File: config.mk
export PLATFORM = sky130hd
export DESIGN_NAME = keyed_wdog
export DESIGN_NICKNAME = d
export VERILOG_FILES = /design/src/rtl/wdog_pkg.sv /design/src/rtl/wdog_regs.sv /design/src/rtl/wdog_count.sv /design/src/rtl/wdog_action.sv /design/src/rtl/keyed_wdog.sv
export SDC_FILE = /design/constraint.sdc
export NUM_CORES = 1
export LEC_CHECK = 0
export BUFFER_PORTS_ARGS = -buffer_cell sky130_fd_sc_hd__buf_2
export CAP_MARGIN = 20
export CORE_ASPECT_RATIO = 2
export CORE_MARGIN = 4
export CORE_UTILIZATION = 30
export CTS_CLUSTER_DIAMETER = 200
export DETAILED_ROUTE_END_ITERATION = 12
export SLEW_MARGIN = 10
export SYNTH_ARGS = -nofsm -noshare
export SYNTH_HDL_FRONTEND = slang
export SYNTH_SLANG_ARGS = --single-unit
File: constraint.sdc
create_clock -name clk -period 5.3 [get_ports clk]
set_clock_uncertainty 0.15 [all_clocks]
set_input_delay 0.265 -clock clk [delete_from_list [all_inputs] [get_ports clk]]
set_output_delay 0.265 -clock clk [all_outputs]
set_load 0.01 [all_outputs]
File: src/rtl/wdog_pkg.sv
// Package: shared constants and types for the keyed watchdog.
// Assumes byte-wide registers and a single-bit-per-field layout.
package wdog_pkg;
    localparam int          REG_W       = 8;
    localparam int          KEY_W       = 4;
    localparam logic [3:0]  STOP_CODE   = 4'b1010;
    localparam int          CTL_OFS     = 0;
    localparam int          STAT_OFS    = 1;
    localparam int          RESTART_BIT = 4;
    localparam int          MODE_BIT    = 1;
    localparam int          FLAG_BIT    = 0;

    typedef enum logic {
        ACT_NMI   = 1'b0,
        ACT_RESET = 1'b1
    } wdog_act_e;
endpackage

File: src/rtl/wdog_regs.sv
// Module: register decode for the watchdog.
// Holds the run key and the mode bit, turns the restart bit into a pulse,
// and muxes read data. Assumes reg_wr is a one-cycle strobe.
module wdog_regs
    import wdog_pkg::*;
#(
    parameter int ADDR_W = 1
) (
    input  logic              clk,
    input  logic              rst_n,
    input  logic              reg_wr,
    input  logic [ADDR_W-1:0] reg_addr,
    input  logic [REG_W-1:0]  reg_wdata,
    input  logic              flag,
    output logic [KEY_W-1:0]  run_code,
    output logic              running,
    output logic              restart,
    output wdog_act_e         mode,
    output logic [REG_W-1:0]  reg_rdata
);
    localparam logic [ADDR_W-1:0] A_CTL  = ADDR_W'(CTL_OFS);
    localparam logic [ADDR_W-1:0] A_STAT = ADDR_W'(STAT_OFS);

    logic wr_ctl, wr_stat;
    logic unused_wdata;

    assign wr_ctl       = reg_wr && (reg_addr == A_CTL);
    assign wr_stat      = reg_wr && (reg_addr == A_STAT);
    assign restart      = wr_ctl && reg_wdata[RESTART_BIT];
    assign running      = (run_code != STOP_CODE);
    assign unused_wdata = ^reg_wdata[REG_W-1:RESTART_BIT+1];

    // Store the run key on a control write.
    always_ff @(posedge clk) begin
        if (!rst_n)      run_code <= STOP_CODE;
        else if (wr_ctl) run_code <= reg_wdata[KEY_W-1:0];
    end

    // Store the action select on a status write.
    always_ff @(posedge clk) begin
        if (!rst_n)       mode <= ACT_NMI;
        else if (wr_stat) mode <= wdog_act_e'(reg_wdata[MODE_BIT]);
    end

    // Read mux: the restart bit is not stored and reads as zero.
    always_comb begin
        reg_rdata = '0;
        if (reg_addr == A_CTL) begin
            reg_rdata[KEY_W-1:0] = run_code;
        end else if (reg_addr == A_STAT) begin
            reg_rdata[MODE_BIT] = mode;
            reg_rdata[FLAG_BIT] = flag;
        end
    end
endmodule

File: src/rtl/wdog_count.sv
// Module: period counter for the watchdog.
// Counts while running and wraps at its all-ones value, where it flags expiry.
// A restart zeroes it and overrides expiry in the same cycle.
module wdog_count #(
    parameter int CNT_W = 17
) (
    input  logic             clk,
    input  logic             rst_n,
    input  logic             running,
    input  logic             restart,
    output logic [CNT_W-1:0] cnt,
    output logic             expire
);
    localparam logic [CNT_W-1:0] CNT_MAX = {CNT_W{1'b1}};

    assign expire = running && !restart && (cnt == CNT_MAX);

    // Advance, hold or clear the count; the natural wrap restarts the period.
    always_ff @(posedge clk) begin
        if (!rst_n)       cnt <= '0;
        else if (restart) cnt <= '0;
        else if (running) cnt <= cnt + 1'b1;
    end
endmodule

File: src/rtl/wdog_action.sv
// Module: timeout action and sticky status for the watchdog.
// Turns an expiry into a registered one-cycle request of the selected kind.
// Keeps a flag for interrupt-mode timeouts that only a restart clears.
module wdog_action
    import wdog_pkg::*;
(
    input  logic      clk,
    input  logic      rst_n,
    input  logic      expire,
    input  logic      restart,
    input  wdog_act_e mode,
    output logic      nmi_pulse,
    output logic      reset_pulse,
    output logic      flag
);
    // Register the request pulses so each lasts exactly one cycle.
    always_ff @(posedge clk) begin
        if (!rst_n) begin
            nmi_pulse   <= 1'b0;
            reset_pulse <= 1'b0;
        end else begin
            nmi_pulse   <= expire && (mode == ACT_NMI);
            reset_pulse <= expire && (mode == ACT_RESET);
        end
    end

    // Sticky flag: set by an interrupt-mode timeout, cleared by a restart.
    always_ff @(posedge clk) begin
        if (!rst_n)                             flag <= 1'b0;
        else if (restart)                       flag <= 1'b0;
        else if (expire && (mode == ACT_NMI))   flag <= 1'b1;
    end
endmodule

File: src/rtl/keyed_wdog.sv
// Module: top of the keyed watchdog timer.
// Joins the register decode, the period counter and the action stage.
// Assumes the whole block runs on the oscillator clock, including the register port.
module keyed_wdog
    import wdog_pkg::*;
#(
    parameter int CNT_W  = 17,
    parameter int ADDR_W = 1
) (
    input  logic              clk,
    input  logic              rst_n,
    input  logic              reg_wr,
    input  logic [ADDR_W-1:0] reg_addr,
    input  logic [7:0]        reg_wdata,
    output logic [7:0]        reg_rdata,
    output logic              nmi_pulse,
    output logic              reset_pulse
);
    logic [KEY_W-1:0] run_code;
    logic             running;
    logic             restart;
    wdog_act_e        mode;
    logic             flag;
    logic [CNT_W-1:0] cnt;
    logic             expire;

    wdog_regs #(.ADDR_W(ADDR_W)) u_regs (
        .clk       (clk),
        .rst_n     (rst_n),
        .reg_wr    (reg_wr),
        .reg_addr  (reg_addr),
        .reg_wdata (reg_wdata),
        .flag      (flag),
        .run_code  (run_code),
        .running   (running),
        .restart   (restart),
        .mode      (mode),
        .reg_rdata (reg_rdata)
    );

    wdog_count #(.CNT_W(CNT_W)) u_count (
        .clk     (clk),
        .rst_n   (rst_n),
        .running (running),
        .restart (restart),
        .cnt     (cnt),
        .expire  (expire)
    );

    wdog_action u_action (
        .clk         (clk),
        .rst_n       (rst_n),
        .expire      (expire),
        .restart     (restart),
        .mode        (mode),
        .nmi_pulse   (nmi_pulse),
        .reset_pulse (reset_pulse),
        .flag        (flag)
    );
endmodule

### Word-level counts from Yosys, hierarchy flattened

Cells that the tools add are included.

* flip-flop bits (word level): 25
* latch bits: 0
* memory bits (writable): 0
* memory bits (read-only): 0
* input bits: 12
* output and inout port bits: 10
* memories kept: 0

* add/sub/neg operators: 1
* multipliers: 0
* divide/modulo/power cells: 0
* order comparisons: 0
* equal/unequal tests: 2
* shift-type cells: 0
* mux-type cells: 2
* bitwise logic cells: 3
* reductions and logical operators: 9

Operator list (count)
* $add A17 B1 Y17 const B: 1
* $eq A17 B17 Y1 const B: 1
* $logic_and A1 B1 Y1: 7
* $mux W2: 2
* $ne A4 B4 Y1 const B: 1
* $not A1 Y1: 3
* $reduce_or A2 Y1: 1
* $logic_not A1 Y1: 1

### Depth between registers and ports, before layout

Gate-level depths: netlist of run 1.

* word-level depth: 7
* gate-level depth with buffers: 6
* depth with buffers taken out: 6

### By module

Synthesis of run 1 repeated with hierarchy kept, for this count alone.

* cell total of the unflattened synthesis: 134
* area, all modules: 1184.9 um^2

By module, submodules not included
* wdog_count: instances 1, cells an instance 89, area an instance 793.3 um^2, seq. area each 340.3 um^2
* wdog_regs: instances 1, cells an instance 36, area an instance 296.5 um^2, seq. area each 100.1 um^2
* wdog_action: instances 1, cells an instance 9, area an instance 95.1 um^2, seq. area each 60.1 um^2

### Worst setup path after synthesis of run 1

No wires, ideal clock.

* path kind: reg-to-reg
* from: reg u_count.cnt[2]
* to: reg u_count.cnt[16]
* library setup time: 0.117 ns
* arrival: 1.379 ns
* data required time: 5.033 ns
* slack: 3.654 ns
* cell stages (with the launch flop): 7
* buffers on the path: 0
* period minus slack after synthesis: 1.646 ns
* cells stage by stage: dfxtp_1 -> and4_2 -> nand4_1 -> nor3_1 -> ha_1 -> mux2i_1 -> nor2_1

* word-level cells in the longest chain between the ends: 1

RTL lines
* from (decl): line wdog_count.sv:11 `output logic [CNT_W-1:0] cnt,`
* from (signal assigned): line wdog_count.sv:22 `else if (running) cnt <= cnt + 1'b1;`
* $add A17 B1 Y17: line wdog_count.sv:22

No other way between the ends.
A chain may end at the register's enable or synchronous reset.

### Worst setup path after layout of run 1

* from: reg u_regs.run_code[2]
* to: reg u_count.cnt[8]

* word-level cells in the longest chain between the ends: 1

RTL lines
* from (decl): line wdog_regs.sv:15 `output logic [KEY_W-1:0] run_code,`
* from (signal assigned): line wdog_regs.sv:36 `else if (wr_ctl) run_code <= reg_wdata[KEY_W-1:0];`
* $ne A4 B4 Y1: line wdog_regs.sv:30 `assign running = (run_code != STOP_CODE);`

No other way between the ends.

==> results of run 1 <==
[Yosys cell counts, types with 3 or more instances]
master / number
or3_1: 4
nand3_1: 8
a21oi_1: 7
buf_4: 4
buf_2: 4
dfxtp_1: 25
xnor2_1: 3
inv_1: 3
o21ai_0: 6
mux2i_1: 6
nor2_1: 14
nand2_1: 10
nand4_1: 5
nor2b_1: 4
xor2_1: 5
[power by group through the flow]
stage	logic [W]	clock network, W	registers (W)
2_1_floorplan	0.0000247	0	0.000198
3_3_place_gp	0.0000291	0	0.000199
3_5_place_dp	0.0000312	0	0.000199
4_1_cts	0.0000314	0.000114	0.000195
5_1_grt	0.0000341	0.000122	0.000195
6_report	0.0000307	0.000110	0.000195
[layer usage]
layer,share of wire,vias up,GRT usage
li1,-,479,-
met1,0.35,468,0.0959
met2,0.56,40,0.193
met3,0.040,11,0.0139
met4,0.041,0,0.0571
met5,0,-,0
[per-stage QoR]
stage	worst slack [ps]	std cells
after global routing	2970	198
after global placement	3180	194
after floorplan	3650	137
after detailed placement	3040	194
final	3100	198
after CTS	3040	198
[critical path, cell delays in order (launching register included)]
cell and delay (ps):
dfxtp_1 330, nand4bb_1 670, and2_1 480, nand4_1 120
mux2_1 330
[flip-flops by register name (all words and copies together) (netlist names)]
| signal | cells |
|---|---|
| u_regs.run_code | 4 |
| u_action.flag | 1 |
| u_action.nmi_pulse | 1 |
| u_count.cnt | 17 |
| u_regs.mode | 1 |
| u_action.reset_pulse | 1 |
[area by class of cell]
class | count | area [um^2]
well taps | 51 | 63.8
clock buffers | 3 | 41.3
clock inverters | 1 | 5.00
flip-flops and latches | 25 | 500
inverters | 4 | 15.0
fillers | 415 | 2520
multi-input cells | 99 | 622
repair buffers | 15 | 77.6
[cell usage in the layout (no fill, tap or decap), drive strengths merged]
master and instances:
a21boi 1, a21oi 7, and2 2, and3 3, and4 2, buf 15, clkbuf 3, clkinv 2
conb 4, dfxtp 25, ha 2, inv 3, mux2 3, mux2i 6, nand2 10, nand2b 1
nand3 8, nand3b 1, nand4 6, nand4b 2, nand4bb 1, nor2 14, nor2b 4, nor3 1
nor4 1, o21ai 7, or3 5, xnor2 3, xor2 5
[logic make-up after synthesis]
family                   share of synthesized area
flip-flops                                   0.424
XOR/XNOR                                    0.0594
AND/OR/NAND/NOR                              0.288
buffers and inverters                       0.0583
AO/OA/AOI/OAI                               0.0657
other                                      0.00318
adder cells (fa/ha/maj)                     0.0212
multiplexers                                0.0795
[how the worst min path moves through the flow]
stage	depth (start not counted)	endpoint	startpoint	slack, ps
after floorplan	1	u_regs.run_code[1]$_SDFFE_PN1N_	rst_n	180
after global placement	2	u_action.flag$_SDFFE_PP0P_	u_action.flag$_SDFFE_PP0P_	310
after detailed placement	2	u_action.reset_pulse$_SDFF_PN0_	u_regs.mode$_SDFFE_PN0P_	320
after CTS	3	u_regs.run_code[3]$_SDFFE_PN1N_	reg_wdata[3]	60
after global routing	2	u_regs.run_code[1]$_SDFFE_PN1N_	rst_n	80
final	3	u_regs.run_code[3]$_SDFFE_PN1N_	reg_wdata[3]	70
==> impl_results.md, run 1 <==
* Root buffer cell: clkbuf_8
* Post-Synthesis Cell Area at 1180 um^2
* Data required time at the worst endpoint at 5300 ps
* Area leader, netlist: dfxtp_1
* Crit path capture type: register
* Die width at roughly 52 um
* Clock transition at path regs at 90 ps
* Ant. Diodes at 0
* Post-layout instance area at 1330 um^2
* Sw frac at 0.236
* Reg2Reg Capture Point: u_count.cnt[8]$_SDFFE_PP0N_
* Slew margin rel. at 0.512
* Placed Area at 1280 um^2
* Drt drc at 0
* Max H-tree Level at 1
* DIE HEIGHT at 96.7 um
* Drt total wl at 2420 um
* Top FF cell, synth: dfxtp_1
* Largest net degree at the start of global routing at 22
* Pleak at 0.522 nW
* Final worst path period share at 0.415
* DP HPWL at between 1500 and 2000 um
* First-pass GRT wire length at between 4000 and 5000 um
* Worst setup SP type: register
* Count of unique library cells instantiated by Yosys at 36
* Synth async-reset ratio at 0
* Worst Setup SP: u_regs.run_code[2]$_SDFFE_PN0N_
* Worst skew pair latency at between 200 and 300 ps
* Cells after Synth at around 130
* Logic gate share of total power at 0.092
* Number of synthesized flops with an enable pin at 0
* Worst EP arrival at 2200 ps
* Power Total at 0.000335 W
* Syn. warnings at 0
* Antenna violations before repair at 0
* # hold bufs at CTS at 0
* CTS tree: yes
* WL per Instance at 12.2 um
* Setup_tns at 0 ps
* R2r setup slk at 3100 ps
* Crit path kind: reg -> reg
* Peak VDD IR at 0.235 mV
* Antenna Nets Post-Route at 0
* Status: complete, no violations
* RSZ-0062 raised after global routing: no
* Bufs on Longest Clock Path at 2
* Final nets at 162
* Layout cells sized above 1 at 0.170
* Cells on worst reg2reg path at 4
* Synth area leaders: dfxtp_1, mux2i_1, nor2_1, xor2_1, nand3_1
* IO Count at 22
* Worst-Margin Slew at 728 ps
* MaxCap Viol Count at 0
* Hold WS at between 60 and 70 ps
* Crit Path Max Fanout at 16
* Mapped Avg Cell Area at 8.81 um^2
* Peak Freq at 0.455 GHz
* R2R Path Start: u_regs.run_code[2]$_SDFFE_PN0N_
* Min-Delay Path Class: in -> reg
* Clock sinks at 25
* Drt via density at 5.04
* Worst setup endpoint: u_count.cnt[8]$_SDFFE_PP0N_
* Power Internal at 0.000256 W
* Switch Pwr at about 0.000079 W
* Initial DRT Pass Iterations at 6
* Synth top area share at 0.424
* Initial Util at 0.307
* Reg power frac at 0.581
* Routability congestion estimate at about 0.74
* Die area at 5060 um^2
* Number of synthesized register bits at 25
* Power share of the clock group at 0.328
* GRT overflow at 0
* Via count at 998
* Seq/Total Area, Yosys at 0.424
* Hold Fails Final Rpt at 0
* Postcts setup bufs at 0
* Fin crit period at ~2200 ps
* Resize count post-CTS at 0
* Setup violators final at 0
* Pwr/cell area at 253 nW/um^2
* Final core occ at 0.345
* Input/output buffers at 14
* Rows at 32
* Iteration-0 DRC Markers at 9
* Num CTS Buffers at 3
* Max Slew Vio Count at 0
* GRT Util Overall at 0.102
* Core area at 3840 um^2
* Vias in the first global route at 1,004
* Area Growth Syn to Fin at 12.3%
No activity file was read; power rests on OpenSTA's default activity.
==> run 2, diff against run 1 <==
Settings changed: ABC_AREA set to 1.
Clock period 5.3 ns to 2.11 ns, I/O delays scaled along.
==> run 2 against run 1 <==
Against the previous run: register-to-register slack worse by 2800 ps; hold slack got worse by 60 ps; clock power grew to 2.8 times the previous value; global-route usage grew 2.1 points; flip-flop and latch count unchanged; fmax grew 22%; combinational power grew to 3.6 times the previous value; highest routed layer unchanged.
==> impl_results.md, run 2 <==
* Area leader, netlist: dfxtp_1
* Mapped Avg Cell Area at between 7 and 8 um^2
* Final worst path period share at 0.857
* Max reg flops at 17
* Max H-tree Level at 1
* Max stage delay cell, worst path: dfxtp_1
* GRT Util Overall at 0.123
* Cell mode on critical path: ha_1
* WL per Instance at 11.2 um
* Filler Cells Inserted at 452
* Biggest register: u_count.cnt
* Iteration-0 DRC Markers at 12
* M1 wire length at 1050 um
* Most frequent cells in the layout: nand2_1, dfxtp_1, inv_1, nor2_1, buf_2
* Routability congestion estimate at between 0.8 and 0.9
* DP Cell Count at 248
* Fin crit period at between 1500 and 2000 ps
* Setup_tns at 0 ps
* Syn. warnings at 0
* Post-Synthesis Cell Area at 1310 um^2
* First-pass GRT wire length at between 5000 and 6000 um
* Final nets at around 230
* Most common cell after layout, fill and taps aside: nand2_1
* Final core occ at 0.371
* Rows at 33
* Die area at 5550 um^2
* Peak VDD IR at around 0.41 mV
* DP HPWL at 2260 um
* Met3 wire length at between 60 and 70 um
* Logic gate share of total power at 0.122
* Sw frac at 0.273
* Area Growth Syn to Fin at 18.3%
* Peak Freq at approximately 0.55 GHz
* Most common cell in the netlist: nand2_1
* Cell family contributing the most delay on the critical path: simple AND/OR/NAND/NOR gates
* Worst EP arrival at 1880 ps
* Data required time at the worst endpoint at about 2200 ps
* Input/output buffers at 14
* Clock sinks at 25
* Crit path capture type: register
* Drt drc at 0
* Power Total at ~0.00091 W
* IO Count at 22
* Reg power frac at 0.542
* Initial Util at 0.314
* RSZ-0062 raised after global routing: no
* Initial DRT Pass Iterations at 4
* Power share of the clock group at 0.336
* Top FF cell, synth: dfxtp_1
* Status: complete, no violations
* Pwr/cell area at slightly below 600 nW/um^2
* Clock transition at path regs at ~100 ps
* Number of synthesized flops with an enable pin at 0
* Root buffer cell: clkbuf_8
* CTS tree: yes
* Pleak at 0.643 nW
* Drt via density at roughly 4.6
* Via count at 1,201
* Hold Fails Final Rpt at 0
* Worst setup SP type: register
* Ant. Diodes at 0
* DR top layer: met4
* Seq/Total Area, Yosys at 0.382
* Biggest regs: u_count.cnt x17, u_regs.run_code x4
* Worst skew pair latency at 280 ps
* Min-Delay Path Class: in -> reg
* Resize count post-CTS at 0
* Die width at roughly 55 um
* Cells after Synth at 185
* Crit Path Max Fanout at 4
* Slowest stage delay, CP at about 380 ps
* Count of unique library cells instantiated by Yosys at 24
* Vias in the first global route at about 1,200
* Bufs on Longest Clock Path at 2
* Max Slew Vio Count at 0
* DIE HEIGHT at 101 um
* Antenna violations before repair at 0
* Setup violators final at 0
* Non-filler cells, final at approximately 260
* Synth area leaders: dfxtp_1, nand2_1, inv_1, nor2_1, a21oi_1
* Synth async-reset ratio at 0
* FF+latch area at 500 um^2
* MaxCap Viol Count at 0
* Synth top area share at 0.382
* WL met2 at 1710 um
* Buf+Inv Stages, Crit Path at 1
* Crit-path cells: ha_1 -> inv_1 -> nor2_4 -> nand2_1 -> nor3_1 -> ha_1 -> nand4_1 -> a21oi_1
* Largest net degree at the start of global routing at 16
* Core area at about 4200 um^2
* Num CTS Buffers at 3
* Layout cells sized above 1 at 0.190
* Synth cell count leaders: nand2_1, dfxtp_1, inv_1, nor2_1, a21oi_1
* Power Internal at between 0.0006 and 0.0007 W
* GRT overflow at 0
* Drt total wl at between 2000 and 3000 um
* Antenna Nets Post-Route at 0
* Crit path kind: reg -> reg
* Number of synthesized register bits at 25
* Switch Pwr at 0.000248 W
* Multi-input gate area at around 670 um^2
[run 2: cell count changes after synthesis, sizes merged, moves of 3 or more]
cell	delta
or3	-5
nor2b	-4
xor2	-5
mux2	-3
nor2	+19
inv	+22
xnor2	-3
nand3	+4
a21oi	+9
mux2i	-6
nor3	+3
nand2	+36
[run 2: logic make-up (layout without fill, tap and decap cells)]
| family | count (synthesis) | after routing | synth area share |
|---|---|---|---|
| AOI/OAI and AO/OA | 26 | 26 | 0.112 |
| adders and majority gates | 2 | 2 | 0.0191 |
| and+or+nand+nor | 100 | 100 | 0.367 |
| other | 1 | 4 | 0.00287 |
| DFF | 25 | 25 | 0.382 |
| buffers and inverters | 31 | 53 | 0.117 |
[run 2: final timing paths]
kind / from / endpoint / slack (ps) / cells past startpoint
setup / recovery: u_count.cnt[1]$_SDFFE_PP0N_ / u_action.flag$_SDFFE_PP0P_ / 300 / 8
hold / removal: reg_wdata[4] / u_action.reset_pulse$_SDFF_PN0_ / 7 / 4
setup reg to reg: u_count.cnt[1]$_SDFFE_PP0N_ / u_action.flag$_SDFFE_PP0P_ / 300 / 8
hold reg to reg: u_action.flag$_SDFFE_PP0P_ / u_action.flag$_SDFFE_PP0P_ / 340 / 2
[run 2: routing by layer]
metal	global-route usage	vias up
met5	0	-
met3	0.0147	9
li1	-	628
met2	0.239	24
met4	0.0595	0
met1	0.115	540
[run 2: repair_timing]
item	CTS	global route
setup buffers	0	0
hold buffers	10	0
endpoints found under the setup margin	0	0
endpoints found under the hold margin	7	0
[run 2: per-stage QoR]
step	cell area [um^2]	setup slack [ps]	hold WS, ps
6_report	1550	302	7.10
5_1_grt	1550	157	26.1
4_1_cts	1550	285	4.93
3_5_place_dp	1400	310	181
3_3_place_gp	1400	390	170
2_1_floorplan	1320	565	39.6
[run 2: cell type report]
class / instances / area share
Multi-Input combinational cell: 132 / 0.431
Sequential cell: 25 / 0.323
Timing Repair Buffer: 24 / 0.110
Inverter: 25 / 0.0622
Tap cell: 52 / 0.0420
Clock buffer: 3 / 0.0267
Clock inverter: 1 / 0.00485
[run 2: power groups by stage]
stage	logic, W	clock network, W	registers (W)
after floorplan	0.0000812	0	0.000500
after detailed placement	0.0000952	0	0.000503
after global routing	0.000127	0.000328	0.000493
final	0.000111	0.000305	0.000492
after CTS	0.000111	0.000311	0.000492
after global placement	0.0000951	0	0.000503
[run 2: worst reg2reg max path, stage by stage (launching register included)]
cell and delay (ps):
dfxtp_1 380, ha_1 210, inv_1 80, nor2_4 150, nand2_1 100, nor3_1 180, ha_1 210, nand4_1 140
a21oi_1 140
==> run 3, diff against run 2 <==
Settings changed: ABC_AREA 1 to unset.
==> run 3 against run 2 <==
Against the previous run: fmax decreased by 2.5%; highest routed layer unchanged; sequential power is essentially flat; flip-flop and latch count did not move; worst setup slack worse by 47 ps; first-iteration DRC count up 33%.
==> impl_results.md, run 3 (synthesized netlist as in run 1, its figures left out) <==
* Dpl ws at roughly 260 ps
* Max Slew Vio Count at 0
* Vias in the first global route at 982
* Drt via density at 4.77
* Layout cells sized above 1 at 0.185
* Peak VDD IR at around 0.40 mV
* Hold Fails Final Rpt at 0
* Max reg flops at 17
* GRT overflow at 0
* DIE HEIGHT at roughly 97 um
* IO Count at 22
* Biggest register: u_count.cnt
* Most common cell after layout, fill and taps aside: dfxtp_1
* Num CTS Buffers at 3
* Worst skew pair latency at 270 ps
* Crit path capture type: register
* Filler Cells Inserted at 423
* Clock sinks at 25
* Rows at 32
* Data required time at the worst endpoint at between 2000 and 2500 ps
* Max H-tree Level at 1
* Most frequent cells in the layout: dfxtp_1, nor2_1, buf_2
* Initial Util at 0.307
* Final worst path period share at 0.879
* Core area at 3840 um^2
* Worst EP arrival at 1880 ps
* Status: complete, no violations
* Pleak at ~0.57 nW
* Antenna Nets Post-Route at 0
* Iteration-0 DRC Markers at 16
* Setup violators final at 0
* Slew margin rel. at 0.614
* Drt drc at 0
* Ant. Diodes at 0
* Clock transition at path regs at 90 ps
* Crit-path cells: and4_2 -> nand4_1 -> nor3_1 -> ha_1 -> mux2i_1 -> nor2_1
* Drt total wl at approximately 2500 um
* Reg power frac at 0.566
* Power Total at 0.000865 W
* Power share of the clock group at 0.325
* Via count at about 990
* Crit path kind: reg -> reg
* Final nets at between 150 and 200
* Input/output buffers at 14
* Max stage delay cell, worst path: dfxtp_1
* Die width at about 52 um
* Worst setup SP type: register
* Peak Freq at 0.539 GHz
* MaxCap Viol Count at 0
* Area Growth Syn to Fin at 19.9%
* Antenna violations before repair at 0
* Root buffer cell: clkbuf_8
* Min-Delay Path Class: in -> reg
* Switch Pwr at 0.000206 W
* Resize count post-CTS at 0
* Logic gate share of total power at 0.108
* Final core occ at 0.368
* Fin crit period at 1860 ps
* Worst-Margin Slew at between 500 and 600 ps
* First-pass GRT wire length at 4260 um
* RSZ-0062 raised after global routing: no
* Power Internal at roughly 0.00066 W
* Pwr/cell area at 611 nW/um^2
* Die area at just over 5000 um^2
* Bufs on Longest Clock Path at 2
* CTS tree: yes
* WL per Instance at 11.9 um
* Biggest regs: u_count.cnt x17, u_regs.run_code x4
* Sw frac at 0.239
* DP HPWL at 1950 um
* Largest net degree at the start of global routing at 15
* Slowest stage delay, CP at 410 ps
* GRT Util Overall at 0.108
* Routability congestion estimate at 0.805
* Setup_tns at 0 ps
* Initial DRT Pass Iterations at 2
* Crit Path Max Fanout at 5
* Final setup margin at 255 ps
* R2r setup slk at between 200 and 300 ps
-- run 3: cell count changes in the layout (fill, tap and decap cells not counted), moves of 5 or more --
cell | previous run | this run
a21oi_1 | 13 | 7
buf_4 | 0 | 5
inv_1 | 24 | 3
mux2i_1 | 0 | 6
nand2_1 | 38 | 10
nand2_2 | 6 | 0
nor2_1 | 24 | 14
nor2_2 | 6 | 0
xor2_1 | 0 | 5
-- run 3: cell type report --
type                            instances  area, um^2  share of cell area
Clock inverter                          1        5.00             0.00354
Tap cell                               51        63.8              0.0451
Timing Repair Buffer                   25         168               0.118
Multi-Input combinational cell         99         622               0.439
Clock buffer                            3        41.3              0.0292
Inverter                                4        15.0              0.0106
Sequential cell                        25         500               0.354
-- run 3: per-layer routing --
layer	vias to the layer above	part of all wire	global-route usage	wire length (um)
met5	-	0	0	0
met3	7	0.035	0.0216	87
li1	504	-	-	-
met1	461	0.36	0.112	894
met4	0	0.028	0.0453	69
met2	21	0.57	0.198	1420
-- run 3: what timing repair did --
| item | in CTS | in global routing |
|---|---|---|
| buffers inserted | 0 | 0 |
| endpoints found under the hold margin | 5 | 0 |
| setup endpoints to repair | 0 | 0 |
| hold buffers | 6 | 0 |
-- run 3: final timing paths --
| kind | startpoint | to | depth (start not counted) |
|---|---|---|---|
| worst max-delay path | u_count.cnt[3]$_SDFFE_PP0N_ | u_count.cnt[16]$_SDFFE_PP0N_ | 6 |
| worst min-delay path | reg_addr | u_regs.mode$_SDFFE_PN0P_ | 3 |
| worst max register to register | u_count.cnt[3]$_SDFFE_PP0N_ | u_count.cnt[16]$_SDFFE_PP0N_ | 6 |
| worst min register to register | u_action.flag$_SDFFE_PP0P_ | u_action.flag$_SDFFE_PP0P_ | 2 |
-- run 3: stage by stage --
stage          cells  cell area (um^2)  hold slack [ps]
5_1_grt          208              1420             46.2
3_5_place_dp     198              1310              180
6_report         208              1420             31.2
3_3_place_gp     198              1310              169
4_1_cts          208              1420             35.0
2_1_floorplan    137              1190             17.4
-- run 3: worst max-delay path: cells and delay by family (launching register included) --
family / cells / cell delay [ps]
simple gates: 4 / 800
fa+ha+maj: 1 / 270
mux: 1 / 130
flops: 1 / 410
-- run 3: power by group through the flow --
stage | Clock [W] | Combinational [W] | Sequential (W)
after global placement | 0 | 0.0000834 | 0.000500
final | 0.000282 | 0.0000938 | 0.000490
after floorplan | 0 | 0.0000621 | 0.000498
after detailed placement | 0 | 0.0000855 | 0.000501
after global routing | 0.000319 | 0.000105 | 0.000492
after CTS | 0.000292 | 0.0000941 | 0.000490
